**src/rtl/adc_link_pkg.sv**
```systemverilog
// Package: shared constants, configuration layout and result formatting
// for the converter serial link. Assumes a 12-bit raw result in offset binary.
package adc_link_pkg;

    localparam int CFG_BITS   = 8;
    localparam int RES_BITS   = 12;
    localparam int FRAME_BITS = 16;
    localparam int MUX_BITS   = 4;
    localparam int SHORT_BITS = 8;

    typedef enum logic [1:0] {
        WL_SHORT_ALT = 2'b00,
        WL_SHORT     = 2'b01,
        WL_FULL      = 2'b10,
        WL_PADDED    = 2'b11
    } wlen_e;

    // Field order follows arrival order: first received bit is bit 7.
    typedef struct packed {
        logic [MUX_BITS-1:0] mux;
        logic                unipolar;
        logic                msb_first;
        wlen_e               wlen;
    } cfg_t;

    localparam cfg_t CFG_RESET = '{mux: '0, unipolar: 1'b1,
                                   msb_first: 1'b1, wlen: WL_FULL};

    // Number of result bits actually kept for a length code.
    function automatic int kept_bits(input wlen_e w);
        return ((w == WL_SHORT) || (w == WL_SHORT_ALT)) ? SHORT_BITS : RES_BITS;
    endfunction

    // Build the outgoing word, first bit to send at the top, zeros after.
    function automatic logic [FRAME_BITS-1:0] frame_word(
        input logic [RES_BITS-1:0] raw,
        input cfg_t                c
    );
        logic [RES_BITS-1:0]   code;
        logic [FRAME_BITS-1:0] w;
        int                    keep;
        code = raw;
        if (!c.unipolar) code[RES_BITS-1] = ~raw[RES_BITS-1];
        keep = kept_bits(c.wlen);
        w    = '0;
        for (int i = 0; i < RES_BITS; i++) begin
            if (i < keep) begin
                if (c.msb_first) w[FRAME_BITS-1-i] = code[RES_BITS-1-i];
                else             w[FRAME_BITS-1-i] = code[RES_BITS-keep+i];
            end
        end
        return w;
    endfunction

endpackage

```
**src/rtl/adc_link_sync.sv**
```systemverilog
// Module: multi-bit synchronizer with edge detect.
// Brings N asynchronous pins into the clk domain through STAGES flops and
// flags single-cycle rising/falling edges of the synchronized level.
// Assumes each pin stays stable for several clk cycles between changes.
module adc_link_sync #(
    parameter int              N       = 3,
    parameter int              STAGES  = 2,
    parameter logic [N-1:0]    RST_VAL = '0
) (
    input  logic         clk,
    input  logic         rst_n,
    input  logic [N-1:0] pin_async,
    output logic [N-1:0] level,
    output logic [N-1:0] rise,
    output logic [N-1:0] fall
);

    logic [N-1:0] pipe [STAGES+1];

    // First capture flop of the chain.
    always_ff @(posedge clk) begin
        if (!rst_n) pipe[0] <= RST_VAL;
        else        pipe[0] <= pin_async;
    end

    genvar g;
    generate
        for (g = 1; g <= STAGES; g++) begin : g_stage
            // Remaining chain flops, the last one holds the previous level.
            always_ff @(posedge clk) begin
                if (!rst_n) pipe[g] <= RST_VAL;
                else        pipe[g] <= pipe[g-1];
            end
        end
    endgenerate

    assign level = pipe[STAGES-1];
    assign rise  = pipe[STAGES-1] & ~pipe[STAGES];
    assign fall  = ~pipe[STAGES-1] & pipe[STAGES];

endmodule

```
**src/rtl/adc_link_cfg_rx.sv**
```systemverilog
// Module: configuration receiver.
// Shifts in sdi on the first CFG_BITS rising shift-clock edges of a frame,
// and on frame end issues a one-cycle start pulse and updates the pending
// configuration only if the word was complete.
// Assumes strobes are single-cycle and already synchronized.
module adc_link_cfg_rx
    import adc_link_pkg::*;
#(
    parameter int NBITS = CFG_BITS
) (
    input  logic clk,
    input  logic rst_n,
    input  logic frame_act,
    input  logic frame_end,
    input  logic sclk_rise,
    input  logic sdi_lvl,
    output logic conv_start,
    output cfg_t req_cfg
);

    localparam int CNT_W = $clog2(NBITS + 1);

    logic [CNT_W-1:0] bit_cnt;
    logic [NBITS-1:0] shift_q;
    logic             word_full;

    assign word_full = (bit_cnt == CNT_W'(NBITS));

    // Count and capture configuration bits; idle at zero outside a frame.
    always_ff @(posedge clk) begin
        if (!rst_n) begin
            bit_cnt <= '0;
            shift_q <= '0;
        end else if (!frame_act) begin
            bit_cnt <= '0;
        end else if (sclk_rise && !word_full) begin
            shift_q <= {shift_q[NBITS-2:0], sdi_lvl};
            bit_cnt <= bit_cnt + 1'b1;
        end
    end

    // Issue the start strobe and commit the request on a complete frame.
    always_ff @(posedge clk) begin
        if (!rst_n) begin
            conv_start <= 1'b0;
            req_cfg    <= CFG_RESET;
        end else begin
            conv_start <= frame_end && word_full;
            if (frame_end && word_full) req_cfg <= cfg_t'(shift_q);
        end
    end

endmodule

```
**src/rtl/adc_link_result.sv**
```systemverilog
// Module: result store.
// Latches the raw converter code and the configuration that requested it
// when the core signals completion. Holds zero after reset.
module adc_link_result
    import adc_link_pkg::*;
#(
    parameter int RW = RES_BITS
) (
    input  logic          clk,
    input  logic          rst_n,
    input  logic          conv_done,
    input  logic [RW-1:0] conv_data,
    input  cfg_t          req_cfg,
    output logic [RW-1:0] res_code,
    output cfg_t          res_cfg
);

    // Capture the finished conversion and its format.
    always_ff @(posedge clk) begin
        if (!rst_n) begin
            res_code <= '0;
            res_cfg  <= CFG_RESET;
        end else if (conv_done) begin
            res_code <= conv_data;
            res_cfg  <= req_cfg;
        end
    end

endmodule

```
**src/rtl/adc_link_tx.sv**
```systemverilog
// Module: result transmitter.
// Loads the formatted word at frame start so the first bit is ready before
// the first rising shift-clock edge, then advances on each falling edge.
// Drives zero outside a frame and after the last kept bit.
module adc_link_tx
    import adc_link_pkg::*;
(
    input  logic                clk,
    input  logic                rst_n,
    input  logic                frame_act,
    input  logic                frame_begin,
    input  logic                sclk_fall,
    input  logic [RES_BITS-1:0] res_code,
    input  cfg_t                res_cfg,
    output logic                sdo
);

    logic [FRAME_BITS-1:0] out_q;
    logic [FRAME_BITS-1:0] word_d;

    // Combinational formatting of the stored result.
    always_comb word_d = frame_word(res_code, res_cfg);

    // Load on frame start, shift on falling edges, clear when idle.
    always_ff @(posedge clk) begin
        if (!rst_n)              out_q <= '0;
        else if (frame_begin)    out_q <= word_d;
        else if (!frame_act)     out_q <= '0;
        else if (sclk_fall)      out_q <= {out_q[FRAME_BITS-2:0], 1'b0};
    end

    assign sdo = frame_act & out_q[FRAME_BITS-1];

endmodule

```
**src/rtl/adc_link_top.sv**
```systemverilog
// Module: converter serial link top.
// Serial slave that takes a configuration word per chip-select frame,
// starts the requested conversion at frame end and returns the previous
// result in the format its request chose. Assumes sclk is slower than
// clk by enough margin for SYNC_STAGES+1 cycles per phase.
module adc_link_top
    import adc_link_pkg::*;
#(
    parameter int SYNC_STAGES = 2
) (
    input  logic                clk,
    input  logic                rst_n,
    input  logic                cs_n,
    input  logic                sclk,
    input  logic                sdi,
    output logic                sdo,
    output logic                conv_start,
    output logic [MUX_BITS-1:0] mux_sel,
    input  logic                conv_done,
    input  logic [RES_BITS-1:0] conv_data
);

    localparam int PIN_CS   = 0;
    localparam int PIN_SCLK = 1;
    localparam int PIN_SDI  = 2;

    logic [2:0] pin_lvl, pin_rise, pin_fall;
    logic       frame_act;
    cfg_t       req_cfg, res_cfg;
    logic [RES_BITS-1:0] res_code;
    logic       sync_unused;

    adc_link_sync #(
        .N       (3),
        .STAGES  (SYNC_STAGES),
        .RST_VAL (3'b001)
    ) u_sync (
        .clk       (clk),
        .rst_n     (rst_n),
        .pin_async ({sdi, sclk, cs_n}),
        .level     (pin_lvl),
        .rise      (pin_rise),
        .fall      (pin_fall)
    );

    assign frame_act   = ~pin_lvl[PIN_CS];
    assign sync_unused = ^{pin_lvl[PIN_SCLK], pin_rise[PIN_SDI], pin_fall[PIN_SDI]};

    adc_link_cfg_rx u_rx (
        .clk        (clk),
        .rst_n      (rst_n),
        .frame_act  (frame_act),
        .frame_end  (pin_rise[PIN_CS]),
        .sclk_rise  (pin_rise[PIN_SCLK]),
        .sdi_lvl    (pin_lvl[PIN_SDI]),
        .conv_start (conv_start),
        .req_cfg    (req_cfg)
    );

    adc_link_result u_res (
        .clk       (clk),
        .rst_n     (rst_n),
        .conv_done (conv_done),
        .conv_data (conv_data),
        .req_cfg   (req_cfg),
        .res_code  (res_code),
        .res_cfg   (res_cfg)
    );

    adc_link_tx u_tx (
        .clk         (clk),
        .rst_n       (rst_n),
        .frame_act   (frame_act),
        .frame_begin (pin_fall[PIN_CS]),
        .sclk_fall   (pin_fall[PIN_SCLK]),
        .res_code    (res_code),
        .res_cfg     (res_cfg),
        .sdo         (sdo)
    );

    assign mux_sel = req_cfg.mux;

endmodule

```
**config.mk**
```make
export PLATFORM = sky130hd
export DESIGN_NAME = adc_link_top
export DESIGN_NICKNAME = d
export VERILOG_FILES = /design/src/rtl/adc_link_pkg.sv /design/src/rtl/adc_link_sync.sv /design/src/rtl/adc_link_cfg_rx.sv /design/src/rtl/adc_link_result.sv /design/src/rtl/adc_link_tx.sv /design/src/rtl/adc_link_top.sv
export SDC_FILE = /design/constraint.sdc
export NUM_CORES = 1
export LEC_CHECK = 0
export BUFFER_PORTS_ARGS = -buffer_cell sky130_fd_sc_hd__buf_2
export CORE_MARGIN = 2
export CORE_UTILIZATION = 55
export DETAILED_ROUTE_END_ITERATION = 10
export GPL_TIMING_DRIVEN = 0
export PLACE_DENSITY = 0.75
export SYNTH_ARGS = -nofsm -noshare
export SYNTH_HDL_FRONTEND = slang
export SYNTH_HIERARCHICAL = 1
export SYNTH_SLANG_ARGS = --single-unit
```
**constraint.sdc**
```tcl
create_clock -name clk -period 1.6 [get_ports clk]
set_clock_uncertainty 0.15 [all_clocks]
set_input_delay 0.32 -clock clk [delete_from_list [all_inputs] [get_ports clk]]
set_output_delay 0.32 -clock clk [all_outputs]
set_load 0.03 [all_outputs]
```
==> results.yml, run 1 <==
status:
  run_status: "completed"
finish:
  fin_cells: 325
  fin_area_sq_um: 2690
  finalNetCount: 292
  seqCellArea_sq_um: 1100
  multi_input_area_sq_um: 1160
  layout_stage_area_growth_over_the_synthesis_result_pct: 12.4
  finalCoreUtilization_pct: 63.1
  antenna_cells_inserted: 0
  fillers: 348
  drive_gt1_share_pct: 22.0
setup_path:
  reg2reg_from: "u_rx/bit_cnt[0]$_SDFFE_PN0P_"
  cp.required_ns: 1.13
  worstPathArrival_ns: 1.06
  worstPathMaxFanout: 6
  timing.rr.end: "u_rx/shift_q[2]$_SDFFE_PN0P_"
  critical_path.startpoint: "u_sync/pipe[1][0]$_SDFF_PN1_"
  worstRegToRegCells: 6
  rrSetupSlack_ns: 0.09
  cp-end-kind: "primary output"
  criticalPathCategory: "reg -> out"
  worstSetupStartpointType: "flop"
die:
  design.die.area_sq_um: 4900
  std_cell_rows: 24
  floorplan.initialDensity_pct: 56.2
  dieHeight_microns: 70.0
  core_area_sq_um: 4260
  floorplan.io_pins: 24
  die_w_microns: 70.0
route:
  via_count: 1719
  routed_wire_length_per_instance_microns: 13.0
  drtAntennaViolNets: 0
  routed_wl_microns: 4220
  drt_first_pass_iters: 4
  avgViaCountPerCell: 5.29
  drc: 0
  detailedRoute.firstIterationViolations: 68
power_and_ir_drop:
  ir_drop_v: 0.000803
  p_leak_nw: 1.16
  p_per_area_nw_per_um2: 900
synth:
  mappedNetlistArea_sq_um: 2400
  post_synth.cell_area_avg_sq_um: 9.86
  synth_warnings: 6
  synthesis.instances: 243
  synthesis.nets: 263
flow_run:
  max_cap_viol_count: 0
grt:
  first_global_vias: 1502
  met2_usage_pct: 28.4
  grt_overflow_total: 0
  largest_net_degree_at_the_start_of_global_routing: 21
  grt_util_all_layers_pct: 17.3
  gr-max-usage-layer: "met2"
  gr-usage-met3_pct: 4.47
  grt_use_met1_pct: 22.3
  grt_antenna_before_repair: 0
  grt_pass1_wl_microns: 6780
sta:
  slew_violations: 0
  final.min_clock_period_ns: 1.53
  fin_crit_sh_pct: 95.7
  worst_pin_slew_ns: 0.402
  report.final.hold_viol_count: 0
  slew_headroom_pct: 73.2
  max_freq_ghz: 0.653
  setup_viol: 0
  post_route_setup_tns_ns: 0
  worst_hold_slack_after_final_layout_ns: 0.0346
  unrepaired_setup_endpoints_after_global_routing: "false"
clock_network:
  clock_path_buffers: 2
  clk_transition_reported_paths_ns: 0.10
  cts.root.buffer_cell: "sky130_fd_sc_hd__clkbuf_8"
  clock-sinks: 55
  clock_latency_late_sink_ns: 0.31
  ctsHtreeMaxLevel: 2
  cts_tree: "built"
  cts_inserted_buffers: 5
hold_path:
  hold_start: "cs_n"
  timing.hold.worst_endpoint: "u_sync/pipe[0][0]$_SDFF_PN1_"
  hold_class: "in -> reg"
  whs_path_depth: 2
placed_design:
  port-buffer-count: 22
  hpwl_microns: 3060
  detailed_place.area_sq_um: 2570
  numPlacedInstances: 317
  gp_congestion: 0.816
[worst max-delay path: stages, from the launching register on]
cell and delay (ns):
sky130_fd_sc_hd__dfxtp_2 0.35, sky130_fd_sc_hd__inv_2 0.09, sky130_fd_sc_hd__and2_1 0.13, sky130_fd_sc_hd__buf_2 0.19
[state kept, by name (all words and copies together), names as in the netlist]
signal	flops
u_res/res_cfg	3
u_res/res_code	12
u_rx/bit_cnt	4
u_rx/conv_start	1
u_rx/req_cfg	7
u_rx/shift_q	8
u_sync/pipe	8
u_tx/out_q	12
[power breakdown]
| group | internal [mW] | switching [mW] | total (mW) |
|---|---|---|---|
| sequential | 1.40 | 0.0239 | 1.43 |
| combinational | 0.0858 | 0.0852 | 0.171 |
| clock | 0.336 | 0.488 | 0.824 |
[layout make-up]
cell class              instances  area share [%]
plain buffers                  16            4.65
clock buffers                   5            2.56
clock inverters                 3            1.16
inverters                       7           0.976
multi-input cells             165            43.2
flip-flops and latches         55            41.0
well taps                      52            2.42
repair buffers                 22            4.09
[through the flow]
step | worst slack [ns] | total power [mW]
floorplan | 0.167 | 1.57
global placement | -0.0425 | 1.62
detailed placement | -0.0574 | 1.63
CTS | 0.000913 | 2.45
global route | 0.000390 | 2.52
finish | 0.0685 | 2.42
[metal layers]
layer  share of wire, %  vias up
li1                   -      903
met1                 48      792
met2                 48       19
met3                3.0        5
met4                1.0        0
met5                  0        -
[layout by cell type, fill, tap and decap left out, drive strengths merged, types with 2 or more instances in the layout]
cell type	n
o21ai	26
and2	7
nand3	10
mux2i	26
a31oi	2
a221oi	2
mux2	10
a21oi	10
buf	34
nand2b	11
a211o	2
inv	9
dfxtp	55
ha	2
o211ai	6
nor2	2
clkbuf	9
nand2	20
nor2b	17
nand4	4
[worst max path at each step]
stage | depth (start not counted) | endpoint | slack [ns]
finish | 3 | sdo | 0.07
global route | 6 | u_rx/shift_q[5]$_SDFFE_PN0P_ | 0.0004
CTS | 4 | u_tx/out_q[13]$_SDFFE_PN0P_ | 0.0009
detailed placement | 5 | u_rx/shift_q[0]$_SDFFE_PN0P_ | -0.06
global placement | 5 | u_rx/shift_q[0]$_SDFFE_PN0P_ | -0.04
floorplan | 6 | u_rx/shift_q[0]$_SDFFE_PN0P_ | 0.17
[timing repair]
item / CTS / global route
resized for setup: 1 / 7
hold buffers: 0 / 0
buffers inserted: 0 / 0
endpoints found under the setup margin: 1 / 26
cloned: 0 / 0
(Power assumes the default switching activity.)
==> run 2, diff against run 1 <==
--- a/config.mk
+++ b/config.mk
@@ -5,12 +5,13 @@
 export SDC_FILE = /design/constraint.sdc
 export NUM_CORES = 1
 export LEC_CHECK = 0
+export ABC_AREA = 1
 export BUFFER_PORTS_ARGS = -buffer_cell sky130_fd_sc_hd__buf_2
 export CORE_MARGIN = 2
 export CORE_UTILIZATION = 55
 export DETAILED_ROUTE_END_ITERATION = 10
 export GPL_TIMING_DRIVEN = 0
-export PLACE_DENSITY = 0.75
+export PLACE_DENSITY = 0.74
 export SYNTH_ARGS = -nofsm -noshare
 export SYNTH_HDL_FRONTEND = slang
 export SYNTH_HIERARCHICAL = 1
==> run 2 against run 1 <==
Compared with the run above: global-route usage is 3.8 points higher; via count rose by 31%; sequential share of layout area is 3.0 points lower; largest power group unchanged; first-iteration DRC count is 81% higher; largest cell class is now flip-flops and latches; non-clock buffer count grew 3; fmax rose by 2.1%; register-to-register slack about the same; critical endpoint is now u_rx/bit_cnt[0]$_SDFFE_PN0P_.
==> results.yml, run 2 <==
grt:
  gr-usage-met3_pct: 4.97
  first_global_vias: 2041
  largest_net_degree_at_the_start_of_global_routing: 17
  grt_pass1_wl_microns: 8840
  grt_use_met1_pct: 30.1
  grt_util_all_layers_pct: 21.1
  grt_overflow_total: 0
  gr-max-usage-layer: "met2"
  met2_usage_pct: 31.7
  grt_antenna_before_repair: 0
clock_network:
  cts.root.buffer_cell: "sky130_fd_sc_hd__clkbuf_8"
  clk_transition_reported_paths_ns: 0.09
  clock-sinks: 55
  cts_tree: "built"
  ctsHtreeMaxLevel: 2
  clock_path_buffers: 2
  post-cts-setup-buffers: 0
  clock_latency_late_sink_ns: 0.30
  cts_inserted_buffers: 5
setup_path:
  worstRegToRegCells: 7
  worstPathMaxFanout: 10
  cp.required_ns: 1.65
  reg2reg_from: "u_rx/bit_cnt[0]$_SDFFE_PN0P_"
  cp-end-kind: "flop"
  rrSetupSlack_ns: 0.10
  worstSetupStartpointType: "flop"
  criticalPathCategory: "reg -> reg"
  timing.rr.end: "u_rx/bit_cnt[0]$_SDFFE_PN0P_"
  worstPathArrival_ns: 1.55
hold_path:
  whs_path_depth: 3
  hold_start: "cs_n"
  hold_class: "in -> reg"
  timing.hold.worst_endpoint: "u_sync/pipe[0][0]$_SDFF_PN1_"
sta:
  max_freq_ghz: 0.667
  setup_viol: 0
  unrepaired_setup_endpoints_after_global_routing: "true"
  worst_pin_slew_ns: 0.365
  slew_headroom_pct: 75.5
  report.final.hold_viol_count: 0
  fin_crit_sh_pct: 93.7
  final.min_clock_period_ns: 1.50
  post_route_setup_tns_ns: 0
  slew_violations: 0
status:
  run_status: "completed"
die:
  core_area_sq_um: 4440
  floorplan.initialDensity_pct: 58.4
  floorplan.io_pins: 24
  die_w_microns: 72.7
  dieHeight_microns: 72.7
  std_cell_rows: 24
  design.die.area_sq_um: 5280
finish:
  finalNetCount: 432
  final_common_cell: "sky130_fd_sc_hd__nand2_1"
  fillers: 440
  layout_stage_area_growth_over_the_synthesis_result_pct: 11.9
  antenna_cells_inserted: 0
  finalCoreUtilization_pct: 65.3
  reg.largest.list: "u_res/res_code (12), u_tx/out_q (12)"
  fin_cells: 465
  drive_gt1_share_pct: 14.0
  mostFrequentLayoutCells: "99 x sky130_fd_sc_hd__nand2_1, 63 x sky130_fd_sc_hd__inv_1, 62 x sky130_fd_sc_hd__nor2_1, 54 x sky130_fd_sc_hd__dfxtp_1, 27 x sky130_fd_sc_hd__buf_2"
power_and_ir_drop:
  ir_drop_v: 0.000553
  p_leak_nw: 1.48
  p_per_area_nw_per_um2: 949
  totalPowerFinal_mw: 2.76
synth:
  synthesis.instances: 383
  post_synth.cell_area_avg_sq_um: 6.78
  synth_warnings: 6
  synthesis.nets: 403
  mappedNetlistArea_sq_um: 2590
route:
  via_count: 2259
  routed_wl_microns: 4920
  detailedRoute.firstIterationViolations: 123
  avgViaCountPerCell: 4.86
  drtAntennaViolNets: 0
  drc: 0
  routed_wire_length_per_instance_microns: 10.6
  drt_first_pass_iters: 4
placed_design:
  port-buffer-count: 22
  gp_congestion: 0.836
  numPlacedInstances: 457
  hpwl_microns: 3530
flow_run:
  max_cap_viol_count: 0
==> run 2: repair_timing <==
action	CTS	global route
resized for setup	0	1
hold buffers	0	0
endpoints found under the setup margin	0	8
==> run 2: cell type report <==
class                      count  area [sq um]  share of cell area [%]
inverter                      65           249                    8.57
buffer                        19           159                    5.47
clock buffer                   6          72.6                    2.50
tap                           52          65.1                    2.24
clock inverter                 2          60.1                    2.07
multi-input combinational    244          1090                    37.4
timing repair buffer          22           110                    3.79
sequential                    55          1100                    38.0
==> run 2: routing by layer <==
metal	share of wire, %	wire (microns)
met1	51	2510
met2	42	2070
met3	5.5	273
met4	1.3	64
met5	0	0
==> run 2: critical path, stage by stage (launching register included) <==
cell and delay (ns):
sky130_fd_sc_hd__dfxtp_2 0.35, sky130_fd_sc_hd__inv_1 0.07, sky130_fd_sc_hd__ha_1 0.18, sky130_fd_sc_hd__nand3_2 0.23, sky130_fd_sc_hd__nand2_1 0.18, sky130_fd_sc_hd__inv_1 0.07, sky130_fd_sc_hd__nor2_1 0.10, sky130_fd_sc_hd__nor2_1 0.06
==> run 2: report_power, final <==
group	internal, mW	leakage [nW]	switching [mW]
Combinational	0.103	0.960	0.149
Sequential	1.41	0.450	0.0316
Clock	0.625	0.0654	0.433
==> run 2: metrics by stage <==
step / cell area, sq um / setup WS (ns) / hold WS, ns
global placement: 2770 / 0.153 / 0.236
detailed placement: 2770 / 0.104 / 0.241
CTS: 2900 / 0.0831 / 0.0357
finish: 2900 / 0.100 / 0.0377
floorplan: 2590 / 0.290 / 0.230
global route: 2900 / -0.0245 / 0.0339
==> run 2: how the worst max path moves through the flow <==
stage | from | to | cells past startpoint
after global routing | u_rx/bit_cnt[0]$_SDFFE_PN0P_ | u_rx/bit_cnt[0]$_SDFFE_PN0P_ | 7
after detailed placement | u_rx/bit_cnt[0]$_SDFFE_PN0P_ | u_rx/bit_cnt[0]$_SDFFE_PN0P_ | 7
after floorplan | u_rx/bit_cnt[0]$_SDFFE_PN0P_ | u_rx/bit_cnt[0]$_SDFFE_PN0P_ | 6
after CTS | u_rx/bit_cnt[0]$_SDFFE_PN0P_ | u_rx/bit_cnt[0]$_SDFFE_PN0P_ | 7
after global placement | u_rx/bit_cnt[0]$_SDFFE_PN0P_ | u_rx/req_cfg[4]$_SDFFE_PN0P_ | 8
final | u_rx/bit_cnt[0]$_SDFFE_PN0P_ | u_rx/bit_cnt[0]$_SDFFE_PN0P_ | 7
